$ cat config.mk
export PLATFORM = sky130hd
export DESIGN_NAME = tc_scanline
export DESIGN_NICKNAME = d
export VERILOG_FILES = /design/src/rtl/tc_pkg.sv /design/src/rtl/tc_tick_div.sv /design/src/rtl/tc_line_ctr.sv /design/src/rtl/tc_evt_gen.sv /design/src/rtl/tc_scanline.sv
export SDC_FILE = /design/constraint.sdc
export NUM_CORES = 1
export LEC_CHECK = 0
export ABC_AREA = 0
export BUFFER_PORTS_ARGS = -buffer_cell sky130_fd_sc_hd__buf_2
export CAP_MARGIN = 20
export CORE_MARGIN = 1
export CORE_UTILIZATION = 55
export CTS_CLUSTER_SIZE = 14
export DETAILED_ROUTE_END_ITERATION = 10
export PLACE_DENSITY = 0.94
export SYNTH_ARGS = -nofsm -noshare
export SYNTH_HDL_FRONTEND = slang
export SYNTH_SLANG_ARGS = --single-unit
$ cat constraint.sdc
create_clock -name clk_i -period 3.71 [get_ports clk_i]
set_input_delay 0.742 -clock clk_i [delete_from_list [all_inputs] [get_ports clk_i]]
set_output_delay 0.742 -clock clk_i [all_outputs]
set_load 0.1 [all_outputs]
$ cat src/rtl/tc_pkg.sv
package tc_pkg;
  typedef enum logic {ST_IDLE = 1'b0, ST_RUN = 1'b1} run_state_e;
endpackage

$ cat src/rtl/tc_tick_div.sv
module tc_tick_div #(
  parameter int TPL_W = 16
) (
  input  logic             clk_i,
  input  logic             rst_ni,
  input  logic             run_i,
  input  logic             clr_i,
  input  logic [TPL_W-1:0] tpl_i,
  output logic             wrap_o
);
  logic [TPL_W-1:0] div_q;

  assign wrap_o = run_i && !clr_i && (div_q == tpl_i - 1'b1);

  always_ff @(posedge clk_i or negedge rst_ni) begin
    if (!rst_ni)                     div_q <= '0;
    else if (!run_i || clr_i || wrap_o) div_q <= '0;
    else                             div_q <= div_q + 1'b1;
  end

  // config held static while running
  p_div_bound_r3: assert property (@(posedge clk_i) disable iff (!rst_ni)
    run_i |-> (div_q < tpl_i));
endmodule

$ cat src/rtl/tc_line_ctr.sv
module tc_line_ctr #(
  parameter int LINE_W = 12
) (
  input  logic              clk_i,
  input  logic              rst_ni,
  input  logic              active_i,
  input  logic              load_i,
  input  logic              step_i,
  input  logic [LINE_W-1:0] height_i,
  input  logic [LINE_W-1:0] init_i,
  output logic [LINE_W-1:0] line_o,
  output logic [LINE_W-1:0] line_nxt_o,
  output logic              wrap_o
);
  localparam int CW = LINE_W + 1;

  logic [LINE_W-1:0] line_q;
  logic [CW-1:0]     inc;

  assign inc        = {1'b0, line_q} + 1'b1;
  assign wrap_o     = inc >= {1'b0, height_i};
  assign line_nxt_o = wrap_o ? '0 : inc[LINE_W-1:0];
  assign line_o     = line_q;

  always_ff @(posedge clk_i or negedge rst_ni) begin
    if (!rst_ni)        line_q <= '0;
    else if (!active_i) line_q <= '0;
    else if (load_i)    line_q <= init_i;
    else if (step_i)    line_q <= line_nxt_o;
  end

  p_idle_zero_r2: assert property (@(posedge clk_i) disable iff (!rst_ni)
    !active_i |=> (line_q == '0));
  p_line_bound_r4: assert property (@(posedge clk_i) disable iff (!rst_ni)
    (active_i && step_i) |=> (line_q < height_i));
endmodule

$ cat src/rtl/tc_evt_gen.sv
module tc_evt_gen #(
  parameter int LINE_W = 12
) (
  input  logic              clk_i,
  input  logic              rst_ni,
  input  logic              step_i,
  input  logic              wrap_i,
  input  logic [LINE_W-1:0] line_nxt_i,
  input  logic [LINE_W-1:0] rdptr_i,
  input  logic [LINE_W-1:0] start_i,
  input  logic [LINE_W-1:0] win_i,
  output logic              tick_o,
  output logic              irq_o,
  output logic              fs_o,
  output logic              blank_o
);
  logic in_win;
  logic tick_q, irq_q, fs_q, blank_q;

  // read pointer must sit at or just after the start line
  assign in_win = (rdptr_i >= start_i) && ((rdptr_i - start_i) <= win_i);

  always_ff @(posedge clk_i or negedge rst_ni) begin
    if (!rst_ni) begin
      tick_q  <= 1'b0;
      irq_q   <= 1'b0;
      fs_q    <= 1'b0;
      blank_q <= 1'b0;
    end else begin
      tick_q  <= step_i;
      irq_q   <= step_i && (line_nxt_i == rdptr_i);
      fs_q    <= step_i && (line_nxt_i == start_i) && in_win;
      blank_q <= step_i && wrap_i;
    end
  end

  assign tick_o  = tick_q;
  assign irq_o   = irq_q;
  assign fs_o    = fs_q;
  assign blank_o = blank_q;

  p_fs_on_tick_r6: assert property (@(posedge clk_i) disable iff (!rst_ni)
    fs_q |-> tick_q);
  p_blank_on_tick_r4: assert property (@(posedge clk_i) disable iff (!rst_ni)
    blank_q |-> tick_q);
endmodule

$ cat src/rtl/tc_scanline.sv
module tc_scanline #(
  parameter int TPL_W   = 16,
  parameter int LINE_W  = 12,
  parameter int TE_SYNC = 0
) (
  input  logic              clk_i,
  input  logic              rst_ni,
  input  logic              tc_en_i,
  input  logic              cnt_en_i,
  input  logic              sync_en_i,
  input  logic [TPL_W-1:0]  ticks_per_line_i,
  input  logic [LINE_W-1:0] height_i,
  input  logic [LINE_W-1:0] init_line_i,
  input  logic [LINE_W-1:0] rdptr_line_i,
  input  logic [LINE_W-1:0] start_line_i,
  input  logic [LINE_W-1:0] start_win_i,
  input  logic              te_i,
  output logic              line_tick_o,
  output logic [LINE_W-1:0] line_cnt_o,
  output logic              rdptr_irq_o,
  output logic              frame_start_o,
  output logic              blank_o
);
  import tc_pkg::*;

  run_state_e        state_q;
  logic              active, start, run, resync, step, wrap;
  logic              te_s, te_q, te_rise;
  logic [LINE_W-1:0] line_nxt;

  generate
    if (TE_SYNC == 0) begin : g_te_direct
      assign te_s = te_i;
    end else begin : g_te_sync
      logic [TE_SYNC-1:0] sync_q;
      always_ff @(posedge clk_i or negedge rst_ni) begin
        if (!rst_ni) sync_q <= '0;
        else         sync_q <= {sync_q[TE_SYNC-2+((TE_SYNC==1)?1:0):0], te_i};
      end
      assign te_s = sync_q[TE_SYNC-1];
    end
  endgenerate

  assign active  = tc_en_i && cnt_en_i && (ticks_per_line_i != '0);
  assign start   = active && (state_q == ST_IDLE);
  assign run     = active && (state_q == ST_RUN);
  assign te_rise = te_s && !te_q;
  assign resync  = run && sync_en_i && te_rise;

  always_ff @(posedge clk_i or negedge rst_ni) begin
    if (!rst_ni) begin
      state_q <= ST_IDLE;
      te_q    <= 1'b0;
    end else begin
      state_q <= active ? ST_RUN : ST_IDLE;
      te_q    <= te_s;
    end
  end

  tc_tick_div #(.TPL_W(TPL_W)) u_div (
    .clk_i  (clk_i),
    .rst_ni (rst_ni),
    .run_i  (run),
    .clr_i  (resync),
    .tpl_i  (ticks_per_line_i),
    .wrap_o (step)
  );

  tc_line_ctr #(.LINE_W(LINE_W)) u_line (
    .clk_i      (clk_i),
    .rst_ni     (rst_ni),
    .active_i   (active),
    .load_i     (start || resync),
    .step_i     (step),
    .height_i   (height_i),
    .init_i     (init_line_i),
    .line_o     (line_cnt_o),
    .line_nxt_o (line_nxt),
    .wrap_o     (wrap)
  );

  tc_evt_gen #(.LINE_W(LINE_W)) u_evt (
    .clk_i      (clk_i),
    .rst_ni     (rst_ni),
    .step_i     (step),
    .wrap_i     (wrap),
    .line_nxt_i (line_nxt),
    .rdptr_i    (rdptr_line_i),
    .start_i    (start_line_i),
    .win_i      (start_win_i),
    .tick_o     (line_tick_o),
    .irq_o      (rdptr_irq_o),
    .fs_o       (frame_start_o),
    .blank_o    (blank_o)
  );

  p_blank_zero_r4: assert property (@(posedge clk_i) disable iff (!rst_ni)
    blank_o |-> (line_cnt_o == '0));
  p_irq_match_r5: assert property (@(posedge clk_i) disable iff (!rst_ni)
    rdptr_irq_o |-> (line_cnt_o == rdptr_line_i));
  p_fs_match_r6: assert property (@(posedge clk_i) disable iff (!rst_ni)
    frame_start_o |-> (line_cnt_o == start_line_i));
  p_resync_load_r7: assert property (@(posedge clk_i) disable iff (!rst_ni)
    resync |=> (line_cnt_o == $past(init_line_i)) && !line_tick_o);
  p_off_quiet_r9: assert property (@(posedge clk_i) disable iff (!rst_ni)
    !tc_en_i |=> !(line_tick_o || rdptr_irq_o || frame_start_o || blank_o));
  p_start_loads_r3: assert property (@(posedge clk_i) disable iff (!rst_ni)
    start |=> (line_cnt_o == $past(init_line_i)) && !line_tick_o);
endmodule

==> results by group <==
Synth
  – Sequential-to-total area share from yosys stat: ~22%
  – #FFs+latches synth: 34
  – Post-synth EDFFs: 0
  – Yosys top cell area share: between 20% and 30%
  – Syn Nets: between 600 and 700
  – Yosys warns: 0
  – Synth async-reset ratio: between 90% and 100%
  – Avg Inst Size Synth: about 8 um^2
  – Syn Std Cell Area: 0.003904 mm^2
  – Mapped Cells: a little under 500
  – Largest area contributor in the netlist: dfrtp_1
  – Top post-synthesis cells by area: dfrtp_1 (22%), ha_1 (13%), nor2_1 (6.3%), xnor2_1 (5.8%), xor2_1 (5.6%)
  – Synth unique cells: 66
  – Most used DFF post-synth: dfrtp_1

Drt
  – Vias: around 4500
  – DRC Markers: 0
  – Total wire length: 12.35 mm
  – WL per Instance: approximately 17 um
  – Top sig layer: met4
  – Routed length on met1: about 5.0 mm
  – Final ANT Viol Nets: 0
  – 1st-iter DRT viols: 432
  – Vias/cell: between 6 and 7
  – Detailed Routing Iterations Pass 1: 6
  – Metal3 WL: roughly 1.1 mm
  – Met2 WL: approximately 5.8 mm

STA
  – Final period utilization: a little under 100%
  – Final Hold Fails: 0
  – Slew headroom: about half
  – # setup viols final: 0
  – Worst slew pin tran: approximately 800 ps
  – FMAX: between 200 and 300 MHz
  – Max-slew violations: 0
  – RSZ-0062 raised after global routing: true
  – Fin crit period: roughly 3600 ps
  – Clock skew: between 2 and 3 ps

GRT
  – Vias in the first global route: 4384
  – Global-route wire length before repair: 19.53 mm
  – GRT Total Usage: around a third
  – GRT overflow: 0
  – Largest net degree at the start of global routing: 35
  – Antenna violations before repair: 0

Clock network
  – Clock transition at path regs: about 70 ps
  – CTS tree: yes
  – CTS H-tree depth: 2
  – Clock latency on the worst-skew pair: ~290 ps
  – Maximum root-to-sink buffer count: 2
  – TritonCTS Sinks: 34
  – Num CTS Buffers: 5
  – Clk root buf: clkbuf_8
  – # hold bufs at CTS: 0

Placed design
  – Post-DP Area: 0.004802 mm^2
  – Inst Count DP: 719
  – # port buffers: 97
  – Detailed placement HPWL: between 9 and 10 mm
  – Final GP Congestion: 0.9947

Finish
  – Most common cell after layout, fill and taps aside: buf_2
  – Antenna diodes: 0
  – Filler cell count: 530
  – Post-Layout Cell Count: roughly 730
  – Fin nets: between 700 and 800
  – Most frequent cells in the layout: buf_2 (97), nor2_1 (64), inv_1 (56)
  – Finished Cell Area: around 0.0050 mm^2
  – Fraction of layout cells with a size suffix above 1: 29.27%
  – Final core utilization: between 70% and 80%
  – Synthesis-to-finish area growth: 27.05%

Die
  – FP Rows: 30
  – I/O pins: 98
  – Area of the core: slightly below 0.007 mm^2
  – Initial core utilization: a little under three fifths
  – Chip width: about 86 um
  – Die Y: about 86 um
  – Die area: between 0.007 and 0.008 mm^2

Power
  – Leak: between 2 and 3 nW
  – Worst VDD drop: about 0.33 mV
  – Pwr/cell area: approximately 230 mW/mm^2
  – Total chip power: between 1 and 1.5 mW

Outcome
  – Status: finished, final reports clean

Worst setup path
  – CP Launch Type: primary input
  – Crit path kind: primary input to flip-flop
  – CP Data Arrival Time: 3810 ps
  – Crit path required time: 3910 ps
  – Worst Setup End Kind: flip-flop
  – CP max FO: 3

Min path
  – HP Class: primary input to async pin

Job
  – # Max-Cap Violations: 0
[through the flow]
stage	TNS (ps)	worst slack, ps	hold slack [ps]
6_report	0	95.83	528.9
5_1_grt	-59.19	-53.17	567.5
4_1_cts	0	67.63	550.7
3_5_place_dp	-413.0	-413.0	545.6
3_3_place_gp	-247.9	-247.9	517.8
2_1_floorplan	-1.590	-1.590	446.4
[final cells by class]
| class | count | area [um^2] | area share, % |
|---|---|---|---|
| flip-flops and latches | 34 | 854.6 | 17.23 |
| inverters | 56 | 210.2 | 4.238 |
| well taps | 96 | 120.1 | 2.422 |
| repair buffers | 143 | 830.8 | 16.75 |
| clock buffers | 8 | 80.08 | 1.615 |
| multi-input cells | 391 | 2864 | 57.74 |
[Yosys cell counts (3+ instances only)]
master,instances
and3_1,10
o211ai_1,3
a221o_1,11
o21ai_0,14
nor3_1,10
nand3_1,19
clkbuf_1,5
and4_1,4
nor4_2,3
nand2_1,33
a21oi_1,21
nor2_1,65
xor2_1,25
a21o_1,9
xnor2_1,26
ha_1,40
dfrtp_1,34
mux2i_1,4
buf_6,3
o22ai_1,4
nor4_1,7
a221oi_1,3
nor3b_1,3
nor2b_1,5
o221ai_1,3
inv_1,56
a211oi_1,6
nand2b_1,4
nand4_1,9
a22oi_1,3
[what timing repair did]
action	CTS	global route
endpoints found under the setup margin	1	10
pin swaps	7	4
resized for setup	7	8
buffers inserted	0	1
[worst paths after layout]
| kind | from | end | slack (ps) | depth (start not counted) |
|---|---|---|---|---|
| hold reg to reg | u_div.div_q[0] | u_div.div_q[0] | 570 | 1 |
| setup reg to reg | u_line.line_o[2] | u_line.line_o[9] | 160 | 12 |
| setup / recovery | start_line_i[1] | u_evt.fs_o | 100 | 18 |
| min in group clk_i | u_div.div_q[0] | u_div.div_q[0] | 570 | 1 |
| hold / removal | rst_ni | u_div.div_q[4] | 530 | 1 |
| max in group asynchronous | rst_ni | u_line.line_o[2] | 2630 | 1 |
[cell families (layout without fill, tap and decap cells)]
kind of cell,count (synthesis),after routing,synth area share (%)
AOI/OAI and AO/OA,101,101,18.97
xor gates and xnor gates,51,51,11.44
adders and majority gates,41,41,13.33
buffers and inverters,65,207,6.859
DFF,34,34,21.79
muxes,7,7,1.987
and+or+nand+nor,191,191,25.61
[worst max-delay path, stage by stage]
cell and delay, ps:
buf_2 90, inv_1 50, ha_1 280, nor2b_2 170
o21ai_2 160, a21boi_2 90, o21a_1 200, o21ai_1 150
a21oi_2 110, buf_4 150, a211o_1 250, ha_1 290
a21o_1 180, a21o_1 200, a2111oi_4 280, o2111a_1 210
o21ai_1 80, nor4_2 130
[power breakdown]
part           internal (mW)  switching [mW]  leakage, nW
sequential             0.378          0.0100        0.462
clock                  0.133           0.134       0.0395
combinational          0.206           0.276         2.00
[state kept, by name, indices dropped and copies added (netlist names)]
| register | count |
|---|---|
| u_evt.blank_o | 1 |
| u_line.line_o | 12 |
| te_q | 1 |
| u_evt.fs_o | 1 |
| u_evt.tick_o | 1 |
| state_q | 1 |
| u_evt.irq_o | 1 |
| u_div.div_q | 16 |
[per-layer routing]
metal	global-route usage [%]	vias to the layer above
li1	-	2028
met1	40.35	2065
met2	57.14	301
met3	3.810	66
met4	17.58	0
met5	0	-
No activity file was read; power rests on OpenSTA's default activity.
